[config.mk]
export PLATFORM = sky130hd
export DESIGN_NAME = probe_capture
export DESIGN_NICKNAME = d
export VERILOG_FILES = /design/src/rtl/cap_pkg.sv /design/src/rtl/cap_match.sv /design/src/rtl/cap_buffer.sv /design/src/rtl/cap_ctrl.sv /design/src/rtl/probe_capture.sv
export SDC_FILE = /design/constraint.sdc
export NUM_CORES = 1
export LEC_CHECK = 0
export BUFFER_PORTS_ARGS = -buffer_cell sky130_fd_sc_hd__buf_2
export CORE_MARGIN = 2
export CORE_UTILIZATION = 45
export CTS_BUF_LIST = sky130_fd_sc_hd__clkbuf_2
export CTS_CLUSTER_DIAMETER = 120
export DETAILED_ROUTE_END_ITERATION = 6
export SLEW_MARGIN = 20
export SYNTH_ARGS = -nofsm -noshare
export SYNTH_HDL_FRONTEND = slang
export SYNTH_SLANG_ARGS = --single-unit
[constraint.sdc]
create_clock -name clk -period 2.4 [get_ports clk]
set_input_delay 0.24 -clock clk [delete_from_list [all_inputs] [get_ports clk]]
set_output_delay 0.24 -clock clk [all_outputs]
set_load 0.05 [all_outputs]
[src/rtl/cap_pkg.sv]
// Shared types and helpers for the probe capture core.
// Assumes DEPTH is a power of two and at least 8.
package cap_pkg;

    typedef enum logic [2:0] {
        ST_IDLE,   // never armed, or reset
        ST_FILL,   // armed, first DEPTH samples not yet stored
        ST_WAIT,   // armed, looking for the trigger
        ST_POST,   // triggered, storing the samples after the trigger
        ST_DONE    // window frozen
    } cap_state_t;

    localparam logic [1:0] POS_PRE  = 2'b00;
    localparam logic [1:0] POS_POST = 2'b10;

    // Readout index of the trigger sample for a given position code.
    function automatic int unsigned trig_slot(input logic [1:0] pos, input int unsigned depth);
        case (pos)
            POS_PRE:  return depth / 8;
            POS_POST: return depth - 1 - depth / 8;
            default:  return depth / 2;
        endcase
    endfunction

endpackage

[src/rtl/cap_match.sv]
// Trigger comparator. A probe bit passes when its care bit is 0 or when
// it equals the expected value. The hit output is the AND of all bits.
// Purely combinational.
module cap_match #(
    parameter int PROBE_W = 8
) (
    input  logic [PROBE_W-1:0] sample,
    input  logic [PROBE_W-1:0] care,
    input  logic [PROBE_W-1:0] expect_val,
    output logic               hit
);
    logic [PROBE_W-1:0] bit_ok;

    for (genvar b = 0; b < PROBE_W; b++) begin : g_bit
        // One bit passes if it is ignored or if it equals the expected value.
        assign bit_ok[b] = ~care[b] | (sample[b] ~^ expect_val[b]);
    end

    assign hit = &bit_ok;
endmodule

[src/rtl/cap_buffer.sv]
// Sample storage: one synchronous write port and one asynchronous read port.
// The contents are never cleared. Reset does not touch the memory.
module cap_buffer #(
    parameter int PROBE_W = 8,
    parameter int DEPTH   = 16,
    localparam int AW     = $clog2(DEPTH)
) (
    input  logic               clk,
    input  logic               we,
    input  logic [AW-1:0]      waddr,
    input  logic [PROBE_W-1:0] wdata,
    input  logic [AW-1:0]      raddr,
    output logic [PROBE_W-1:0] rdata
);
    logic [PROBE_W-1:0] mem [DEPTH];

    // Store one sample per enabled clock.
    always_ff @(posedge clk) begin
        if (we) mem[waddr] <= wdata;
    end

    assign rdata = mem[raddr];
endmodule

[src/rtl/cap_ctrl.sv]
// Capture sequencer. It runs the write pointer, waits for the fill,
// accepts one trigger, counts the samples after it and freezes.
// It also gives the readout base (oldest retained address), derived
// from the stored trigger address. Assumes DEPTH is a power of two
// and at least 8.
module cap_ctrl
    import cap_pkg::*;
#(
    parameter int DEPTH = 16,
    localparam int AW   = $clog2(DEPTH)
) (
    input  logic          clk,
    input  logic          rst_n,
    input  logic          arm,
    input  logic          hit,
    input  logic [1:0]    pos,
    output logic          we,
    output logic [AW-1:0] wr_ptr,
    output logic [AW-1:0] rd_base,
    output logic          armed,
    output logic          triggered,
    output logic          done
);
    cap_state_t    state;
    logic [AW-1:0] trig_addr;
    logic [AW-1:0] trig_idx;
    logic [AW-1:0] remain;
    logic [AW-1:0] new_idx;

    // Trigger slot for the position code on the inputs now.
    always_comb new_idx = AW'(trig_slot(pos, DEPTH));

    assign armed     = (state == ST_FILL) || (state == ST_WAIT) || (state == ST_POST);
    assign triggered = (state == ST_POST) || (state == ST_DONE);
    assign done      = (state == ST_DONE);
    assign we        = armed && !arm;
    assign rd_base   = trig_addr - trig_idx;

    // Sequencer state, write pointer and the stored trigger data.
    always_ff @(posedge clk) begin
        if (!rst_n) begin
            state     <= ST_IDLE;
            wr_ptr    <= '0;
            trig_addr <= '0;
            trig_idx  <= '0;
            remain    <= '0;
        end else if (arm) begin
            state  <= ST_FILL;
            wr_ptr <= '0;
        end else begin
            case (state)
                ST_FILL: begin
                    wr_ptr <= wr_ptr + AW'(1);
                    if (wr_ptr == AW'(DEPTH - 1)) state <= ST_WAIT;
                end
                ST_WAIT: begin
                    wr_ptr <= wr_ptr + AW'(1);
                    if (hit) begin
                        state     <= ST_POST;
                        trig_addr <= wr_ptr;
                        trig_idx  <= new_idx;
                        remain    <= AW'(DEPTH - 1) - new_idx;
                    end
                end
                ST_POST: begin
                    wr_ptr <= wr_ptr + AW'(1);
                    remain <= remain - AW'(1);
                    if (remain == AW'(1)) state <= ST_DONE;
                end
                default: ;
            endcase
        end
    end


    // A frozen window never reports capture running.
    done_not_armed_chk: assert property (@(posedge clk) disable iff (!rst_n)
        done |-> !armed);


    arm_restart_chk: assert property (@(posedge clk) disable iff (!rst_n)
        arm |=> (armed && !triggered && !done));


    trig_after_fill_chk: assert property (@(posedge clk) disable iff (!rst_n)
        $rose(triggered) |-> $past(state == ST_WAIT));


    post_count_live_chk: assert property (@(posedge clk) disable iff (!rst_n)
        (state == ST_POST) |-> (remain != '0));


    // The base taken from the trigger address must meet the write pointer.
    base_align_chk: assert property (@(posedge clk) disable iff (!rst_n)
        done |-> (rd_base == wr_ptr));


    frozen_chk: assert property (@(posedge clk) disable iff (!rst_n)
        (done && !arm) |=> ($stable(wr_ptr) && $stable(rd_base) && done));
endmodule

[src/rtl/probe_capture.sv]
// Top of the probe capture core. The clock pin is the sample clock.
// Probes are compared, stored in a circular buffer and read back in
// time order, relative to the stored trigger address.
// Assumes DEPTH is a power of two and at least 8.
module probe_capture #(
    parameter int PROBE_W = 8,
    parameter int DEPTH   = 16,
    localparam int AW     = $clog2(DEPTH)
) (
    input  logic               clk,
    input  logic               rst_n,
    input  logic               arm,
    input  logic [1:0]         trig_pos,
    input  logic [PROBE_W-1:0] care_mask,
    input  logic [PROBE_W-1:0] match_value,
    input  logic [PROBE_W-1:0] probe_in,
    input  logic [AW-1:0]      rd_idx,
    output logic [PROBE_W-1:0] rd_data,
    output logic               armed,
    output logic               triggered,
    output logic               done
);
    logic          hit;
    logic          we;
    logic [AW-1:0] wr_ptr;
    logic [AW-1:0] rd_base;
    logic [AW-1:0] raddr;

    cap_match #(.PROBE_W(PROBE_W)) u_match (
        .sample     (probe_in),
        .care       (care_mask),
        .expect_val (match_value),
        .hit        (hit)
    );

    cap_ctrl #(.DEPTH(DEPTH)) u_ctrl (
        .clk       (clk),
        .rst_n     (rst_n),
        .arm       (arm),
        .hit       (hit),
        .pos       (trig_pos),
        .we        (we),
        .wr_ptr    (wr_ptr),
        .rd_base   (rd_base),
        .armed     (armed),
        .triggered (triggered),
        .done      (done)
    );

    // Readout index counts from the oldest retained sample.
    always_comb raddr = rd_base + rd_idx;

    cap_buffer #(.PROBE_W(PROBE_W), .DEPTH(DEPTH)) u_buf (
        .clk   (clk),
        .we    (we),
        .waddr (wr_ptr),
        .wdata (probe_in),
        .raddr (raddr),
        .rdata (rd_data)
    );


    // While frozen, the write enable must stay off.
    no_write_frozen_chk: assert property (@(posedge clk) disable iff (!rst_n)
        done |-> !we);
endmodule

# After elaboration in Yosys (flattened, before gate mapping)

Memory sizes are Yosys's and may differ from the RTL's.
Index checks and enable logic that the tools add are counted.

Flip-flop bits (word level): 19
Memory bits (writable): 128
Bits of input ports: 33
Output and inout bits: 11
Logic and storage cells: 77
Memories: 1

Memory list:

| name      | words | bits a word | rd ports | clocked after memory_dff | write ports | line             | RTL |
|---|---|---|---|---|---|---|---|
| u_buf.mem | 16    | 8           | 1        | 0                        | 1           | cap_buffer.sv:15 | `logic [PROBE_W-1:0] mem [DEPTH];` |

$add $sub $neg: 5
Eq/ne operators: 13
Multiplexer cells: 10
Bitwise gates (word level): 26
Reductions and logical operators: 16

Operators with widths:

| cell                                                                | count |
|---|---|
| 4-bit case mux with 2 select lines                                  | 2 |
| 1-bit NOT                                                           | 10 |
| 10-bit AND reduction                                                | 1 |
| 3-bit 2-to-1 mux                                                    | 3 |
| 3-bit inequality test (second input constant)                       | 3 |
| 3-bit case mux with 3 select lines                                  | 1 |
| 1-bit bitwise OR                                                    | 8 |
| 4-bit AND reduction                                                 | 2 |
| 8-bit AND reduction                                                 | 1 |
| 1-bit XNOR                                                          | 8 |
| 3-bit by 2-bit == test with 1-bit output (second input constant)    | 2 |
| 2-bit inequality test (second input constant)                       | 3 |
| 4-bit by 1-bit adder with 4-bit output (second input constant)      | 1 |
| 4-bit adder                                                         | 1 |
| 4-bit by 1-bit == test with 1-bit output (second input constant)    | 1 |
| 4-bit == test (second input constant)                               | 1 |
| 4-bit 2-to-1 mux                                                    | 1 |
| 4-bit nonzero test                                                  | 1 |
| 4-bit by 1-bit subtractor with 4-bit output (second input constant) | 1 |
| 4-bit subtractor                                                    | 1 |
| 4-bit subtractor (first input constant)                             | 1 |
| 3-bit by 1-bit == test with 1-bit output (second input constant)    | 1 |
| 3-bit == test (second input constant)                               | 1 |
| 1-bit logical OR                                                    | 3 |
| 10 further kinds                                                    | 12 |

# Logic depth before layout (Yosys ltp)

Depth after elaboration: 6
Depth in mapped cells: 10
Gate-level depth less buffers: 9

# By module

Synthesis repeated with hierarchy kept, for this count alone.

Cells, all modules: 356
Area, all modules: 6221.0 um2

Modules (own cells, without submodules):

| module        | instances | cells an instance | area an instance (um2) | seq. area each (um2) |
|---|---|---|---|---|
| cap_buffer    | 1         | 221               | 4987.3                 | 3843.7 |
| cap_ctrl      | 1         | 113               | 1024.7                 | 360.3 |
| cap_match     | 1         | 13                | 108.9                  | 0.0 |
| probe_capture | 1         | 9                 | 100.1                  | 0.0 |

# Worst setup path after synthesis

No wires, ideal clock.

Kind: register -> output
Start point: reg u_ctrl.trig_addr[1]
End point: out rd_data[5]
Arrival time: 2.902 ns
Data required time: 2.160 ns
Path slack: -0.742 ns
Stages on the path, launching flop included: 10
Path buffers: 2
Cell sequence: dfxtp_1 -> inv_1 -> fa_1 -> inv_1 -> fa_1 -> clkbuf_4 -> buf_4 -> mux4_2 -> mux2i_1 -> a21oi_1

Word-level cells in the longest chain between the ends: 3

Ends and longest elaborated chain:

| item                   | line                | RTL |
|---|---|---|
| from (decl)            | cap_ctrl.sv:25      | `logic [AW-1:0] trig_addr;` |
| from (signal assigned) | cap_ctrl.sv:60      | `trig_addr <= wr_ptr;` |
| 4-bit subtractor       | cap_ctrl.sv:37      | `assign rd_base = trig_addr - trig_idx;` |
| 4-bit adder            | probe_capture.sv:51 | `always_comb raddr = rd_base + rd_idx;` |
| memory read 16 x 8 bit | n/a                 |  |
| to (decl)              | probe_capture.sv:18 | `output logic [PROBE_W-1:0] rd_data,` |

Every way passes these cells.

# Worst setup path after layout

Start point: reg u_ctrl.trig_addr[1]
End point: out rd_data[2]

The elaborated chain is that of the path after synthesis.

==> impl_results.md <==
* Outcome: finished with violations
* Failing checks: setup timing
* Clock buffer count from CTS at 17
* Skew final at 0.02823 ns
* Post-synth EDFFs at 128
* Global Route Usage Sum at 0.1975
* Commonest non-fill, non-tap cell in the layout: edfxtp_1
* Full die area at 14920 µm²
* Worst EP required at 2.16 ns
* Post-synthesis sequential element count at 146
* Hold crit path type: in2reg
* Skew-Pair Late Insertion Delay at 0.69 ns
* Slew headroom at 0.6840
* Share of post-route cells with drive strength above 1 at 0.3603
* Net Count, Synth at 428
* Crit. End Element: primary output
* Startpoint Class: register
* Vias per Instance at 5.366
* Most frequent cells in the layout: 128 x edfxtp_1, 35 x buf_2, 32 x mux4_2
* Multi-input logic area at 2136 µm²
* CP Max Fanout at 10
* Die Wd at 122.1 µm
* Placed cell areas at 7177 µm²
* CTS clk-pin slew, worst paths at 0.19 ns
* Routed wire length at 13.67 mm
* CTS max path bufs at 2
* # clock sinks at 146
* Tmin final at 3.568 ns
* Final setup margin at -1.168 ns
* Die height at 122.1 µm
* CTS tree: done
* RSZ-0062 raised after global routing: yes
* Worst EP arrival at 3.33 ns
* Nets at 529
* Part of the Yosys area used for sequential elements at 0.6693
* Worst Tran Pin Value at 0.4706 ns
* TNS Setup at -9.132 ns
* Largest net degree at the start of global routing at 18
* Remaining antenna violation count at 0
* Synth warn at 0
* Fin. max-slew vios at 0
* Drt wl/cell at 20.26 µm
* Max-capacitance violation count at 0
* Internal power at 3413 µW
* Pre-antenna DRT Iters at 4
* Routed vias at 3622
* Leak Pwr at 0.002596 µW
* Initial core utilization at 0.4560
* Logic pwr share at 0.194
* Power per cell area at 616.5 nW/µm²
* Number of fill cells at 1157
* Clock power frac at 0.218
* Switching pwr at 1309 µW
* Crit Path Class: reg2out
* Final worst path period share at 1.486
* Pre-CTS setup slack at -0.6101 ns
* Synthesized area per cell at 16.44 µm²
* Flop pwr share at 0.587
* DP HPWL at 9.271 mm
* First-pass GRT wire length at 20.67 mm
* Num ports at 44
* Initial antenna violation count at 1
* Core outline area at 13770 µm²
* FF+latch area at 4207 µm²
* Sw Ratio at 0.2772
* GP Congestion at 0.8048
* Hold Fails Final Rpt at 0
* Peak Freq at 280.3 MHz
* Standard-cell row count at 43
* Number of global-route vias before repair at 3684
* # DRC at 0
* Post-synthesis cell area at 6281 µm²
* Area growth syn-to-layout at 21.95%
* Async S/R FF share, synth at 0
* Initial DRC Count at 228
* Maximum vdd drop at 0.1980 mV
* H-tree Lvls at 4
* CTS root buf: clkbuf_2
* Cell variety after synth at 44
* Global route total overflow at 0
* PortBufs at 43
* Cell area after layout at 7660 µm²
* Synth Instances at 382
* Synth Flop Type: edfxtp_1
* Final setup violating endpoints at 8
## layout make-up
type | count | share of cell area
antenna | 1 | 0.0003267
clock buffer | 20 | 0.01307
clock inverter | 10 | 0.006044
inverter | 18 | 0.008821
multi-input combinational | 202 | 0.2788
sequential | 146 | 0.5492
tap | 180 | 0.02940
timing repair buffer | 98 | 0.1143
## sequential cells by signal, summed over array words and instances, names as in the netlist
name	cells
u_ctrl.remain	4
u_ctrl.trig_idx	3
u_buf.mem	128
u_ctrl.trig_addr	4
u_ctrl.wr_ptr	4
u_ctrl.state	3
## Yosys cell counts (2+ instances only)
library cell | count | area, µm²
and3_1 | 2 | 12.51
edfxtp_1 | 128 | 3844
mux2i_1 | 9 | 90.09
a22oi_1 | 4 | 30.03
nand2_1 | 9 | 33.78
xor2_1 | 11 | 96.34
a31oi_1 | 2 | 12.51
inv_1 | 18 | 67.56
a211oi_1 | 6 | 45.04
a211oi_2 | 2 | 25.02
buf_2 | 2 | 10.01
xnor2_1 | 4 | 35.03
a21oi_1 | 20 | 100.1
nor2b_1 | 10 | 62.56
dfxtp_1 | 18 | 360.4
nor3_1 | 7 | 35.03
buf_12 | 2 | 40.04
o21ai_1 | 3 | 15.01
nand4_1 | 2 | 12.51
buf_4 | 6 | 45.04
nor2_1 | 25 | 93.84
nor3b_1 | 3 | 22.52
o21ai_0 | 13 | 65.06
ha_1 | 10 | 125.1
nand2b_1 | 5 | 31.28
fa_1 | 3 | 60.06
nand3_1 | 8 | 40.04
mux4_2 | 31 | 698.2
clkbuf_1 | 4 | 15.01
## repair_timing
item,in CTS,in global routing
gates resized for setup,30,1
cloned,2,0
endpoints found under the setup margin,8,10
hold buffers,11,2
buffers inserted,2,0
pin swaps,9,3
endpoints found under the hold margin,91,19
## routing by layer
| layer | part of all wire | vias up | GRT usage |
|---|---|---|---|
| met5 | 0 | - | 0 |
| li1 | - | 1679 | - |
| met2 | 0.51 | 83 | 0.3300 |
| met3 | 0.027 | 15 | 0.04167 |
| met4 | 0.013 | 0 | 0.06250 |
| met1 | 0.45 | 1845 | 0.2609 |
## worst max-delay path: stages, from the launching register on
cell      delay [ns]
dfxtp_2         0.37
inv_2           0.04
fa_1            0.48
inv_2           0.04
fa_2            0.58
buf_12          0.17
mux4_2          0.33
nor2b_1         0.17
a211oi_2        0.23
a21oi_4         0.06
buf_6           0.16
## metrics by stage
step	power, µW	utilization	std cells	hold WS (ns)
6_report	4722	0.5561	675	0.07785
3_3_place_gp	3608	0.5211	627	0.4776
5_1_grt	4904	0.5561	675	0.008133
3_5_place_dp	3617	0.5211	627	0.4789
2_1_floorplan	3357	-	382	0.3389
4_1_cts	4755	0.5544	672	0.0001857
## power groups by stage
stage | clock network, µW | logic (µW) | registers [µW]
after floorplan | 0 | 527 | 2830
after global placement | 0 | 778 | 2830
after detailed placement | 0 | 787 | 2830
after CTS | 1060 | 919 | 2770
after global routing | 1160 | 967 | 2780
final | 1030 | 917 | 2770
## path summary, 6_finish.rpt
kind | from | endpoint | slack (ns) | cells after the start
max reg2reg | u_ctrl.wr_ptr[2] | u_ctrl.state[0] | 0.47 | 6
min | probe_in[7] | u_buf.mem[11][7] | 0.08 | 2
max | u_ctrl.trig_addr[1] | rd_data[2] | -1.17 | 10
min reg2reg | u_ctrl.trig_addr[1] | u_ctrl.trig_addr[1] | 0.50 | 2
## logic make-up (layout without fill, tap and decap cells)
group	count (synthesis)	in the layout	synth area share
buffers and inverters	34	146	0.03127
AOI/OAI and AO/OA	56	56	0.05398
and+or+nand+nor	75	75	0.06016
DFF	146	146	0.6693
xor gates and xnor gates	17	17	0.02610
muxes	41	41	0.1297
other	0	1	0
adders and majority gates	13	13	0.02948
No activity file was read; power rests on OpenSTA's default activity.
